### src/rtl/rpr_bfly_pkg.sv
// Shared helpers for the replica-checked butterfly.
// Assumes: two's complement operands, truncating (floor) shifts throughout.
package rpr_bfly_pkg;

    // Number of real products in one complex twiddle multiply.
    localparam int NPROD = 4;

    // Worst fault-free distance between a main product and its aligned
    // replica, in main-product LSBs. Operand truncation error plus the
    // floor error of both product truncations, plus one LSB of margin.
    function automatic int rpr_thresh(input int dw, input int tw, input int cut,
                                      input int mdrop, input int rdrop);
        longint lsb_err;
        longint raw;
        lsb_err = (longint'(1) <<< cut) - 1;
        raw = ((longint'(1) <<< (dw - 1)) + (longint'(1) <<< (tw - 1))) * lsb_err
              + lsb_err * lsb_err;
        return int'(raw >>> mdrop) + (1 <<< (2 * cut + rdrop - mdrop)) + 2;
    endfunction

endpackage

### src/rtl/rpr_mult_pair.sv
// One real multiplier with its reduced-precision shadow.
// The main product keeps bits above MAIN_DROP. The shadow multiplies
// operands with CUT low bits removed, drops REP_DROP more product bits, and
// is shifted back onto the main scale. Both results are registered when en
// is high. inject inverts the top bit of the main product (fault emulation).
// Assumes: 2*CUT + REP_DROP >= MAIN_DROP.
module rpr_mult_pair #(
    parameter int DATA_W    = 10,
    parameter int TWID_W    = 16,
    parameter int CUT       = 3,
    parameter int MAIN_DROP = 12,
    parameter int REP_DROP  = 9,
    parameter int THRESH    = 66,
    localparam int FULL_W   = DATA_W + TWID_W,
    localparam int MAIN_W   = FULL_W - MAIN_DROP,
    localparam int REP_W    = FULL_W - 2 * CUT,
    localparam int KEEP_W   = REP_W - REP_DROP,
    localparam int ALIGN    = 2 * CUT + REP_DROP - MAIN_DROP
) (
    input  logic                     clk,
    input  logic                     rst_n,
    input  logic                     en,
    input  logic signed [DATA_W-1:0] b,
    input  logic signed [TWID_W-1:0] w,
    input  logic                     inject,
    output logic signed [MAIN_W-1:0] main_q,
    output logic signed [MAIN_W-1:0] rep_q
);

    localparam logic signed [MAIN_W:0] THR_S = (MAIN_W + 1)'(THRESH);

    logic signed [FULL_W-1:0]     full_c;
    logic signed [MAIN_W-1:0]     main_c;
    logic signed [MAIN_W-1:0]     main_x;
    logic signed [DATA_W-CUT-1:0] b_hi;
    logic signed [TWID_W-CUT-1:0] w_hi;
    logic signed [REP_W-1:0]      rep_full;
    logic signed [KEEP_W-1:0]     rep_keep;
    logic signed [MAIN_W-1:0]     rep_c;
    logic signed [MAIN_W:0]       gap_c;

    // Both products, truncated and aligned onto the main scale.
    always_comb begin
        full_c   = FULL_W'(b) * FULL_W'(w);
        main_c   = MAIN_W'(full_c >>> MAIN_DROP);
        main_x   = main_c ^ {inject, {(MAIN_W - 1){1'b0}}};
        b_hi     = (DATA_W - CUT)'(b >>> CUT);
        w_hi     = (TWID_W - CUT)'(w >>> CUT);
        rep_full = REP_W'(b_hi) * REP_W'(w_hi);
        rep_keep = KEEP_W'(rep_full >>> REP_DROP);
        rep_c    = MAIN_W'(rep_keep) <<< ALIGN;
        gap_c    = (MAIN_W + 1)'(main_c) - (MAIN_W + 1)'(rep_c);
    end

    // Product registers, loaded only for accepted butterflies.
    always_ff @(posedge clk) begin
        if (!rst_n) begin
            main_q <= '0;
            rep_q  <= '0;
        end else if (en) begin
            main_q <= main_x;
            rep_q  <= rep_c;
        end
    end

    // The threshold derivation covers every fault-free operand pair.
    p_fault_free_gap_r5: assert property (@(posedge clk) disable iff (!rst_n)
        (en && !inject) |-> ((gap_c <= THR_S) && (gap_c >= -THR_S)));

endmodule

### src/rtl/rpr_err_ctrl.sv
// Error control for one product: subtract, compare the magnitude with the
// fault-free bound, and register either the main or the replica value.
// flag_o marks a substitution for the butterfly being carried.
// Assumes: main_i and rep_i are on the same scale.
module rpr_err_ctrl #(
    parameter int W      = 14,
    parameter int THRESH = 66
) (
    input  logic                clk,
    input  logic                rst_n,
    input  logic                v_i,
    input  logic signed [W-1:0] main_i,
    input  logic signed [W-1:0] rep_i,
    output logic signed [W-1:0] sel_o,
    output logic                flag_o
);

    localparam logic [W:0] THR_U = (W + 1)'(THRESH);

    logic signed [W:0] diff_c;
    logic        [W:0] mag_c;
    logic              bad_c;

    // Distance between main and replica and the over-threshold decision.
    always_comb begin
        diff_c = (W + 1)'(main_i) - (W + 1)'(rep_i);
        mag_c  = diff_c[W] ? (W + 1)'(-diff_c) : (W + 1)'(diff_c);
        bad_c  = mag_c > THR_U;
    end

    // Selected product and substitution flag register.
    always_ff @(posedge clk) begin
        if (!rst_n) begin
            sel_o  <= '0;
            flag_o <= 1'b0;
        end else begin
            flag_o <= v_i & bad_c;
            if (v_i) begin
                sel_o <= bad_c ? rep_i : main_i;
            end
        end
    end

    // A raised flag means the replica value was passed on.
    p_flag_takes_replica_r4: assert property (@(posedge clk) disable iff (!rst_n)
        flag_o |-> (sel_o == $past(rep_i)));

    // Without a flag, a carried butterfly uses the main product.
    p_quiet_takes_main_r4: assert property (@(posedge clk) disable iff (!rst_n)
        ($past(v_i) && !flag_o) |-> (sel_o == $past(main_i)));

endmodule

### src/rtl/rpr_bfly_sum.sv
// Complex product adders and butterfly sums with the output register.
// Sums are formed exactly, MAIN_W+2 bits wide, then either passed at
// OUT_W = MAIN_W+1 (known wrap-free) or clamped to OUT_W = MAIN_W.
// Assumes: products are at most 2^(MAIN_W-2) in magnitude and A is
// shifted by ASH onto the product scale.
module rpr_bfly_sum #(
    parameter int  DATA_W   = 10,
    parameter int  MAIN_W   = 14,
    parameter int  ASH      = 3,
    parameter bit  SATURATE = 1'b0,
    localparam int OUT_W    = SATURATE ? MAIN_W : MAIN_W + 1,
    localparam int SW       = MAIN_W + 2
) (
    input  logic                     clk,
    input  logic                     rst_n,
    input  logic                     v_i,
    input  logic signed [DATA_W-1:0] a_re,
    input  logic signed [DATA_W-1:0] a_im,
    input  logic signed [MAIN_W-1:0] p_rr,
    input  logic signed [MAIN_W-1:0] p_ii,
    input  logic signed [MAIN_W-1:0] p_ri,
    input  logic signed [MAIN_W-1:0] p_ir,
    input  logic [3:0]               flags_i,
    output logic                     v_o,
    output logic signed [OUT_W-1:0]  x_re,
    output logic signed [OUT_W-1:0]  x_im,
    output logic signed [OUT_W-1:0]  y_re,
    output logic signed [OUT_W-1:0]  y_im,
    output logic [3:0]               flags_o
);

    localparam logic signed [SW-1:0] HI = SW'((64'sd1 <<< (OUT_W - 1)) - 64'sd1);
    localparam logic signed [SW-1:0] LO = SW'(-(64'sd1 <<< (OUT_W - 1)));

    logic signed [SW-1:0]    as_re, as_im, pr_c, pi_c;
    logic signed [SW-1:0]    sum_c [4];
    logic signed [OUT_W-1:0] fit_c [4];

    // Complex product and the four exact butterfly sums.
    always_comb begin
        as_re    = SW'(a_re) <<< ASH;
        as_im    = SW'(a_im) <<< ASH;
        pr_c     = SW'(p_rr) - SW'(p_ii);
        pi_c     = SW'(p_ri) + SW'(p_ir);
        sum_c[0] = as_re + pr_c;
        sum_c[1] = as_im + pi_c;
        sum_c[2] = as_re - pr_c;
        sum_c[3] = as_im - pi_c;
    end

    for (genvar k = 0; k < 4; k++) begin : g_fit
        if (SATURATE) begin : g_clamp
            // Clamp the exact sum into the narrow output range.
            always_comb begin
                if (sum_c[k] > HI)      fit_c[k] = OUT_W'(HI);
                else if (sum_c[k] < LO) fit_c[k] = OUT_W'(LO);
                else                    fit_c[k] = OUT_W'(sum_c[k]);
            end
        end else begin : g_wide
            // The wide output keeps every value the sum can take.
            always_comb fit_c[k] = OUT_W'(sum_c[k]);

            p_no_wrap_r8: assert property (@(posedge clk) disable iff (!rst_n)
                v_i |-> ((sum_c[k] <= HI) && (sum_c[k] >= LO)));
        end
    end

    // Output register for results, valid and flags.
    always_ff @(posedge clk) begin
        if (!rst_n) begin
            v_o     <= 1'b0;
            x_re    <= '0;
            x_im    <= '0;
            y_re    <= '0;
            y_im    <= '0;
            flags_o <= '0;
        end else begin
            v_o     <= v_i;
            flags_o <= flags_i;
            if (v_i) begin
                x_re <= fit_c[0];
                x_im <= fit_c[1];
                y_re <= fit_c[2];
                y_im <= fit_c[3];
            end
        end
    end

    if (!SATURATE) begin : g_pair_chk
        // X + Y equals twice the scaled A in the exact mode.
        p_pair_sum_r1: assert property (@(posedge clk) disable iff (!rst_n)
            v_i |=> ((SW'(x_re) + SW'(y_re)) == ($past(as_re) <<< 1)));
    end

endmodule

### src/rtl/rpr_bfly.sv
// Replica-checked radix-2 DIT butterfly, one butterfly per cycle.
// Stage 1: four main/replica multiplier pairs. Stage 2: per-product error
// control. Stage 3: complex adds, butterfly sums and output register.
// Latency is three cycles. A and the valid strobe are delayed to match.
// Assumes: twiddle parts are signed Q1.(TWID_W-1) and in_valid is low
// during reset.
module rpr_bfly #(
    parameter int  DATA_W    = 10,
    parameter int  TWID_W    = 16,
    parameter int  CUT       = 3,
    parameter int  MAIN_DROP = 12,
    parameter int  REP_DROP  = 9,
    parameter bit  SATURATE  = 1'b0,
    localparam int MAIN_W    = DATA_W + TWID_W - MAIN_DROP,
    localparam int OUT_W     = SATURATE ? MAIN_W : MAIN_W + 1
) (
    input  logic                     clk,
    input  logic                     rst_n,
    input  logic                     in_valid,
    input  logic signed [DATA_W-1:0] a_re,
    input  logic signed [DATA_W-1:0] a_im,
    input  logic signed [DATA_W-1:0] b_re,
    input  logic signed [DATA_W-1:0] b_im,
    input  logic signed [TWID_W-1:0] w_re,
    input  logic signed [TWID_W-1:0] w_im,
    input  logic [3:0]               err_inject,
    output logic                     out_valid,
    output logic signed [OUT_W-1:0]  x_re,
    output logic signed [OUT_W-1:0]  x_im,
    output logic signed [OUT_W-1:0]  y_re,
    output logic signed [OUT_W-1:0]  y_im,
    output logic [3:0]               subst_flags
);

    import rpr_bfly_pkg::*;

    localparam int ASH    = TWID_W - 1 - MAIN_DROP;
    localparam int THRESH = rpr_thresh(DATA_W, TWID_W, CUT, MAIN_DROP, REP_DROP);

    logic signed [DATA_W-1:0] b_op [NPROD];
    logic signed [TWID_W-1:0] w_op [NPROD];
    logic signed [MAIN_W-1:0] main_s1 [NPROD];
    logic signed [MAIN_W-1:0] rep_s1 [NPROD];
    logic signed [MAIN_W-1:0] sel_s2 [NPROD];
    logic [NPROD-1:0]         flag_s2;
    logic                     v1, v2;
    logic signed [DATA_W-1:0] a_re1, a_im1, a_re2, a_im2;

    // Operand routing: p0 = Bre*Wre, p1 = Bim*Wim, p2 = Bre*Wim, p3 = Bim*Wre.
    always_comb begin
        b_op[0] = b_re; w_op[0] = w_re;
        b_op[1] = b_im; w_op[1] = w_im;
        b_op[2] = b_re; w_op[2] = w_im;
        b_op[3] = b_im; w_op[3] = w_re;
    end

    for (genvar k = 0; k < NPROD; k++) begin : g_prod
        rpr_mult_pair #(
            .DATA_W(DATA_W), .TWID_W(TWID_W), .CUT(CUT),
            .MAIN_DROP(MAIN_DROP), .REP_DROP(REP_DROP), .THRESH(THRESH)
        ) u_pair (
            .clk(clk), .rst_n(rst_n), .en(in_valid),
            .b(b_op[k]), .w(w_op[k]), .inject(err_inject[k]),
            .main_q(main_s1[k]), .rep_q(rep_s1[k])
        );

        rpr_err_ctrl #(.W(MAIN_W), .THRESH(THRESH)) u_ec (
            .clk(clk), .rst_n(rst_n), .v_i(v1),
            .main_i(main_s1[k]), .rep_i(rep_s1[k]),
            .sel_o(sel_s2[k]), .flag_o(flag_s2[k])
        );
    end

    // Valid strobe and A operand delay to line up with stage 2.
    always_ff @(posedge clk) begin
        if (!rst_n) begin
            v1    <= 1'b0;
            v2    <= 1'b0;
            a_re1 <= '0;
            a_im1 <= '0;
            a_re2 <= '0;
            a_im2 <= '0;
        end else begin
            v1 <= in_valid;
            v2 <= v1;
            if (in_valid) begin
                a_re1 <= a_re;
                a_im1 <= a_im;
            end
            if (v1) begin
                a_re2 <= a_re1;
                a_im2 <= a_im1;
            end
        end
    end

    rpr_bfly_sum #(
        .DATA_W(DATA_W), .MAIN_W(MAIN_W), .ASH(ASH), .SATURATE(SATURATE)
    ) u_sum (
        .clk(clk), .rst_n(rst_n), .v_i(v2),
        .a_re(a_re2), .a_im(a_im2),
        .p_rr(sel_s2[0]), .p_ii(sel_s2[1]), .p_ri(sel_s2[2]), .p_ir(sel_s2[3]),
        .flags_i(flag_s2),
        .v_o(out_valid),
        .x_re(x_re), .x_im(x_im), .y_re(y_re), .y_im(y_im),
        .flags_o(subst_flags)
    );

    // Fixed three-cycle latency of the valid strobe.
    p_latency_r6: assert property (@(posedge clk) disable iff (!rst_n)
        out_valid == $past(in_valid, 3));

    // Flags only accompany a valid result.
    p_flags_with_valid_r7: assert property (@(posedge clk) disable iff (!rst_n)
        (|subst_flags) |-> out_valid);

endmodule

### config.mk
export PLATFORM = sky130hd
export DESIGN_NAME = rpr_bfly
export DESIGN_NICKNAME = d
export VERILOG_FILES = /design/src/rtl/rpr_bfly_pkg.sv /design/src/rtl/rpr_mult_pair.sv /design/src/rtl/rpr_err_ctrl.sv /design/src/rtl/rpr_bfly_sum.sv /design/src/rtl/rpr_bfly.sv
export SDC_FILE = /design/constraint.sdc
export NUM_CORES = 2
export LEC_CHECK = 0
export BUFFER_PORTS_ARGS = -buffer_cell sky130_fd_sc_hd__buf_4
export CAP_MARGIN = 25
export CORE_MARGIN = 2
export CORE_UTILIZATION = 55
export DETAILED_ROUTE_END_ITERATION = 7
export PLACE_DENSITY = 0.78
export SYNTH_ARGS = -nofsm -noshare
export SYNTH_HDL_FRONTEND = slang
export SYNTH_SLANG_ARGS = --single-unit
### constraint.sdc
create_clock -name clk -period 17.36 [get_ports clk]
set_clock_uncertainty 0.15 [all_clocks]
set_input_delay 1.736 -clock clk [delete_from_list [all_inputs] [get_ports clk]]
set_output_delay 1.736 -clock clk [all_outputs]
set_load 0.03 [all_outputs]
After elaboration in Yosys (flattened, before gate mapping)
Cells that the tools add are included.
{ "totals": {"elab_cells": 70, "reg_bits": 267, "output_inout_bits": 65} }
{ "op_classes": {"mux": 8, "add_sub_neg": 14, "mul": 8, "n_bitwise": 8, "n_lt_le_gt_ge": 4} }
{ "ops": {"columns": ["op", "count"], "rows": [
  ["10-bit by 16-bit multiplier with 26-bit output", 4],
  ["7-bit by 13-bit multiplier with 20-bit output", 4],
  ["14-bit by 14-bit subtractor with 15-bit output", 5],
  ["15-bit by 7-bit greater-than comparator with 1-bit output, second input constant", 4],
  ["15-bit two-way mux", 4],
  ["15-bit negation", 4],
  ["14-bit two-way mux", 4],
  ["14-bit XOR", 4],
  ["13-bit by 15-bit adder with 15-bit output", 2],
  ["13-bit by 15-bit subtractor with 15-bit output", 2],
  ["14-bit by 14-bit adder with 15-bit output", 1],
  ["1-bit bitwise AND", 4]
]} }

Depth between registers and ports, before layout
{ "depth": {"word_depth": 5, "depth_mapped": 24, "mapped_depth_nobuf": 23} }

Modules after synthesis
From an unflattened synthesis, not the netlist that was laid out.
{ "hier_totals": {"hier_cells": 5677, "hier_area_um2": 48674.2} }
{ "modules_own_cells": {"columns": ["mod", "cells_each", "n_inst", "area_per_inst_um2"], "rows": [
  ["rpr_mult_pair at g_prod[2].u_pair", 966, 1, 8410.6],
  ["rpr_mult_pair at g_prod[1].u_pair", 938, 1, 8319.2],
  ["rpr_mult_pair at g_prod[0].u_pair", 922, 1, 8315.5],
  ["rpr_mult_pair at g_prod[3].u_pair", 937, 1, 8296.7],
  ["rpr_err_ctrl", 274, 4, 2037.0],
  ["rpr_bfly_sum", 684, 1, 5562.8],
  ["rpr_bfly", 134, 1, 1621.6]
]} }

Least setup slack after synthesis
No wires, ideal clock.
{ "synth_path": {"kind": "input port to flip-flop", "start": "input port b_re[1]", "end": "register g_prod[0].u_pair.main_q[11]", "n_path_buf": 2, "cell_stages": 21, "slack_ps": 9552, "arrival_time_ps": 7541, "required_ps": 17093, "path_cell_list": "clkbuf_1 -> clkbuf_1 -> nand2_1 -> fa_1 -> inv_1 -> fa_1 -> inv_1 -> fa_1 -> inv_1 -> fa_1 -> fa_1 -> ha_1 -> a21o_1 -> a2111oi_0 -> o21ai_0 -> a221oi_1 -> a21oi_1 -> nor3_1 -> o21ai_0 -> a211o_1 -> a32o_1"} }
{ "synth_between": {"elab_chain_cells": 2} }
{ "synth_rtl": {"columns": ["item", "line", "rtl"], "rows": [
  ["start, declared", "rpr_bfly.sv:22", "input logic signed [DATA_W-1:0] b_re,"],
  ["10-bit by 16-bit multiplier with 26-bit output", "rpr_mult_pair.sv:44", "full_c = FULL_W'(b) * FULL_W'(w);"],
  ["14-bit XOR", "rpr_mult_pair.sv:46", "main_x = main_c ^ {inject, {(MAIN_W - 1){1'b0}}};"],
  ["end signal, assigned", "rpr_mult_pair.sv:61", "main_q <= main_x;"],
  ["end, declared", "rpr_mult_pair.sv:26", "output logic signed [MAIN_W-1:0] main_q,"]
]} }
No other way between the ends.
A chain may end at the register's enable or synchronous reset.

Worst setup path after layout
{ "layout_path": {"start": "input port b_re[9]", "end": "register g_prod[0].u_pair.main_q[11]"} }
The elaborated chain is that of the path after synthesis.

==> impl_metrics.toml <==
[route]
drc_errors = 0
first_pass_iters = 5
wirelength_um = 106000
vias_per_cell = 5.42
vias = 34300
dr.first_iter.drc_count = 1841
wl_per_cell_um = 16.8
antenna_left = 0

[placed_design]
dpl.cell_count = 6275
dp_hpwl_um = 85200
dp_slack_ns = 8.80
port_buffers = 143
gp_congestion = 0.901
placed_cell_area_um2 = 46600

[timing]
fin_ws_ns = 9.33
min_period_ns = 8.03
max_freq_ghz = 0.124
slew_headroom_pct = 32.3
slew_viol_final = 0
setup-violations-final = 0
rsz0062_at_grt = "no"
worst_pin_slew_ns = 1.02
tns_ns = 0
hold_viol = 0
hold_ws_ns = 0.278
post-route-period-util_pct = 46.3

[yosys]
ys_top_cells_by_area = "fa_1 (31%), ha_1 (14%), dfxtp_1 (12%)"
synth-edff-count = 0
netlist_instances = 5266
yosys_warnings = 0
synth_area_per_cell_um2 = 8.52
synthArstFlopShare_pct = 0
ys_ff_latch = 265
ys_seq_area_share_pct = 11.8
ys.flop_type = "dfxtp_1"
synth_top_area_share_pct = 30.5
ys_types = 76
synth_area_leader_cell = "fa_1"
syn_nets = 6531
synth_area_um2 = 44900

[layout]
antenna_cells = 0
instances_no_fill = 6328
fin_util_pct = 59.0
fillers = 6971
drive_gt1_share_pct = 4.54
final_common_cell = "inv_1"
layout_common_cells = "inv_1 (1,226), fa_1 (684), ha_1 (502)"
final_area_um2 = 47600
area_growth_pct = 6.00
fin_nets = 6512

[critical_path]
reg2reg_depth = 12
timing.setup.critical_path_class = "input pin to flop"
crit_path_end_kind = "flop"
cp_cell_sequence = "buf_4 -> inv_1 -> nor2_1 -> fa_1 -> inv_1 -> fa_1 -> inv_1 -> fa_1 -> fa_1 -> inv_1 -> fa_1 -> inv_1 -> ha_1 -> a2111oi_0 -> o21ai_0 -> a221oi_1 -> a21oi_1 -> nor3_1 -> o21ai_0 -> a211o_1 -> a32o_1"
setup.worst_path.start_class = "input pin"
r2r-start = "g_prod[0].u_pair.rep_q[4]$_SDFFE_PN0P_"
critPathSlowestCell = "a221oi_1"
slowest_delay_ns = 0.77
worstPathMaxFanout = 23
reg2reg_to = "g_prod[0].u_ec.sel_o[10]$_SDFFE_PN0P_"
worstPathArrival_ns = 8.36
reg2reg_slack_ns = 12.70
worst_ep_required_time_ns = 17.68

[power]
switchingPower_mw = 4.07
sw_frac_of_total_pct = 51.6
internal_power_mw = 3.81
power_frac_comb_pct = 81.7
power.share.clock_pct = 8.1
seqPwrFrac_pct = 10.2
cellPowerDensity_nw_per_um2 = 166
vdd_drop_max_mv = 0.108
leakagePower_nw = 24.1
p_total_mw = 7.89

[clock_network]
htree_levels = 1
worst_skew_pair.late_latency_ns = 0.60
cts_buffers = 29
clock-root-buffer = "clkbuf_16"
cts.sinks = 265
postCtsSetupBuffers = 0
cts_tree = "built"
cts-resized-gates = 0
cts_buffer_depth = 3
clk_pin_slew_ns = 0.06
cts_hold_buf = 0

[die]
start_util_pct = 55.6
coreArea_um2 = 80700
die_h_um = 290
die_w_um = 290
row_count = 104
io_pins = 144
die_area_um2 = 83900

[worst_hold_path]
min_to = "u_sum.flags_o[3]$_SDFF_PN0_"
hp-start = "g_prod[3].u_ec.flag_o$_SDFF_PN0_"
hold_class = "flop to flop"
hold-path-cell-count = 1

[global_route]
overflow = 0
grt_pass1_vias = 36400
grt_pass1_wl_um = 177000
gr-usage-all-layers_pct = 26.1
antenna_found_initial = 4
grt_max_degree = 103

[job]
maxCapViolCount = 0

[run_status]
status = "completed"
==> cells by family after synthesis <==
logic type | Yosys count | synth area share [%]
buffers and inverters | 1432 | 12.0
adders and majority gates | 1186 | 44.5
AOI/OAI and AO/OA | 660 | 9.27
xor gates and xnor gates | 245 | 4.78
DFF | 265 | 11.8
and+or+nand+nor | 1333 | 14.3
muxes | 145 | 3.25
==> state kept, by name (all words and copies together) (netlist names) <==
register and flops:
u_sum.y_im 15, g_prod.u_ec.sel_o 56, u_sum.x_re 14, u_sum.v_o 1, a_re1 10, g_prod.u_pair.main_q 56, v1 1, u_sum.y_re 15
u_sum.flags_o 4, g_prod.u_ec.flag_o 4, v2 1, g_prod.u_pair.rep_q 44, u_sum.x_im 14, a_re2 10, a_im1 10, a_im2 10
==> cell usage after synthesis, types with 8 or more instances <==
library cell and instances:
a21boi_0 8, nor4_1 11, o21a_1 28, xor2_1 64
xnor2_1 181, nor3b_1 9, a31oi_1 17, nand2b_1 59
fa_1 684, or2_2 12, clkbuf_1 182, inv_1 1226
o211ai_1 12, ha_1 502, o21bai_1 32, o21ai_0 157
o2111ai_1 9, a21oi_1 205, a211oi_1 45, nand3b_1 12
nor3_1 68, and2_1 268, a21o_1 45, and3_1 28
nand3_1 45, buf_1 14, nand4_1 8, nand2_1 436
o22ai_1 8, or3_1 17, mux2i_1 140, nor2b_1 22
nor2_1 316, o31ai_1 11, dfxtp_1 265
==> power groups by stage <==
stage	Sequential (mW)	Combinational, mW	Clock (mW)
3_3_place_gp	0.815	6.20	0
6_report	0.806	6.44	0.635
3_5_place_dp	0.818	6.41	0
2_1_floorplan	0.795	4.92	0
5_1_grt	0.817	7.33	0.671
4_1_cts	0.805	6.46	0.645
==> area by class of cell <==
| type | count | area, µm² | area share, % |
|---|---|---|---|
| inverter | 1227 | 4610 | 9.69 |
| tap | 1060 | 1330 | 2.79 |
| clock inverter | 13 | 166 | 0.350 |
| sequential | 265 | 5310 | 11.2 |
| timing repair buffer | 155 | 1180 | 2.49 |
| clock buffer | 39 | 793 | 1.67 |
| multi-input combinational | 3569 | 34200 | 71.9 |
==> per-layer routing <==
layer | global-route usage [%] | share of wire (%) | vias to the layer above
met5 | 0 | 0.010 | -
li1 | - | - | 16300
met1 | 31.2 | 40 | 16900
met2 | 47.6 | 50 | 858
met4 | 10.3 | 4.0 | 2
met3 | 3.19 | 5.4 | 240
==> worst max-delay path by stage <==
| stage | from | endpoint | slack (ns) | depth (start not counted) |
|---|---|---|---|---|
| after CTS | b_re[9] | g_prod[0].u_pair.main_q[11]$_SDFFE_PN0P_ | 9.38 | 21 |
| after floorplan | b_re[1] | g_prod[0].u_pair.main_q[11]$_SDFFE_PN0P_ | 9.55 | 21 |
| after global routing | b_re[9] | g_prod[0].u_pair.main_q[11]$_SDFFE_PN0P_ | 8.82 | 21 |
| after global placement | b_re[9] | g_prod[0].u_pair.main_q[11]$_SDFFE_PN0P_ | 8.93 | 21 |
| final | b_re[9] | g_prod[0].u_pair.main_q[11]$_SDFFE_PN0P_ | 9.33 | 21 |
| after detailed placement | b_re[9] | g_prod[0].u_pair.main_q[11]$_SDFFE_PN0P_ | 8.80 | 21 |
==> critical path: cells and delay by family <==
kind	cells	cell delay [ns]
buffers and inverters	6	1.05
AND/OR/NAND/NOR	2	0.52
AO/OA/AOI/OAI	7	2.40
adder cells (fa/ha/maj)	6	2.63
Note: power is estimated with default switching activity, not from simulation.
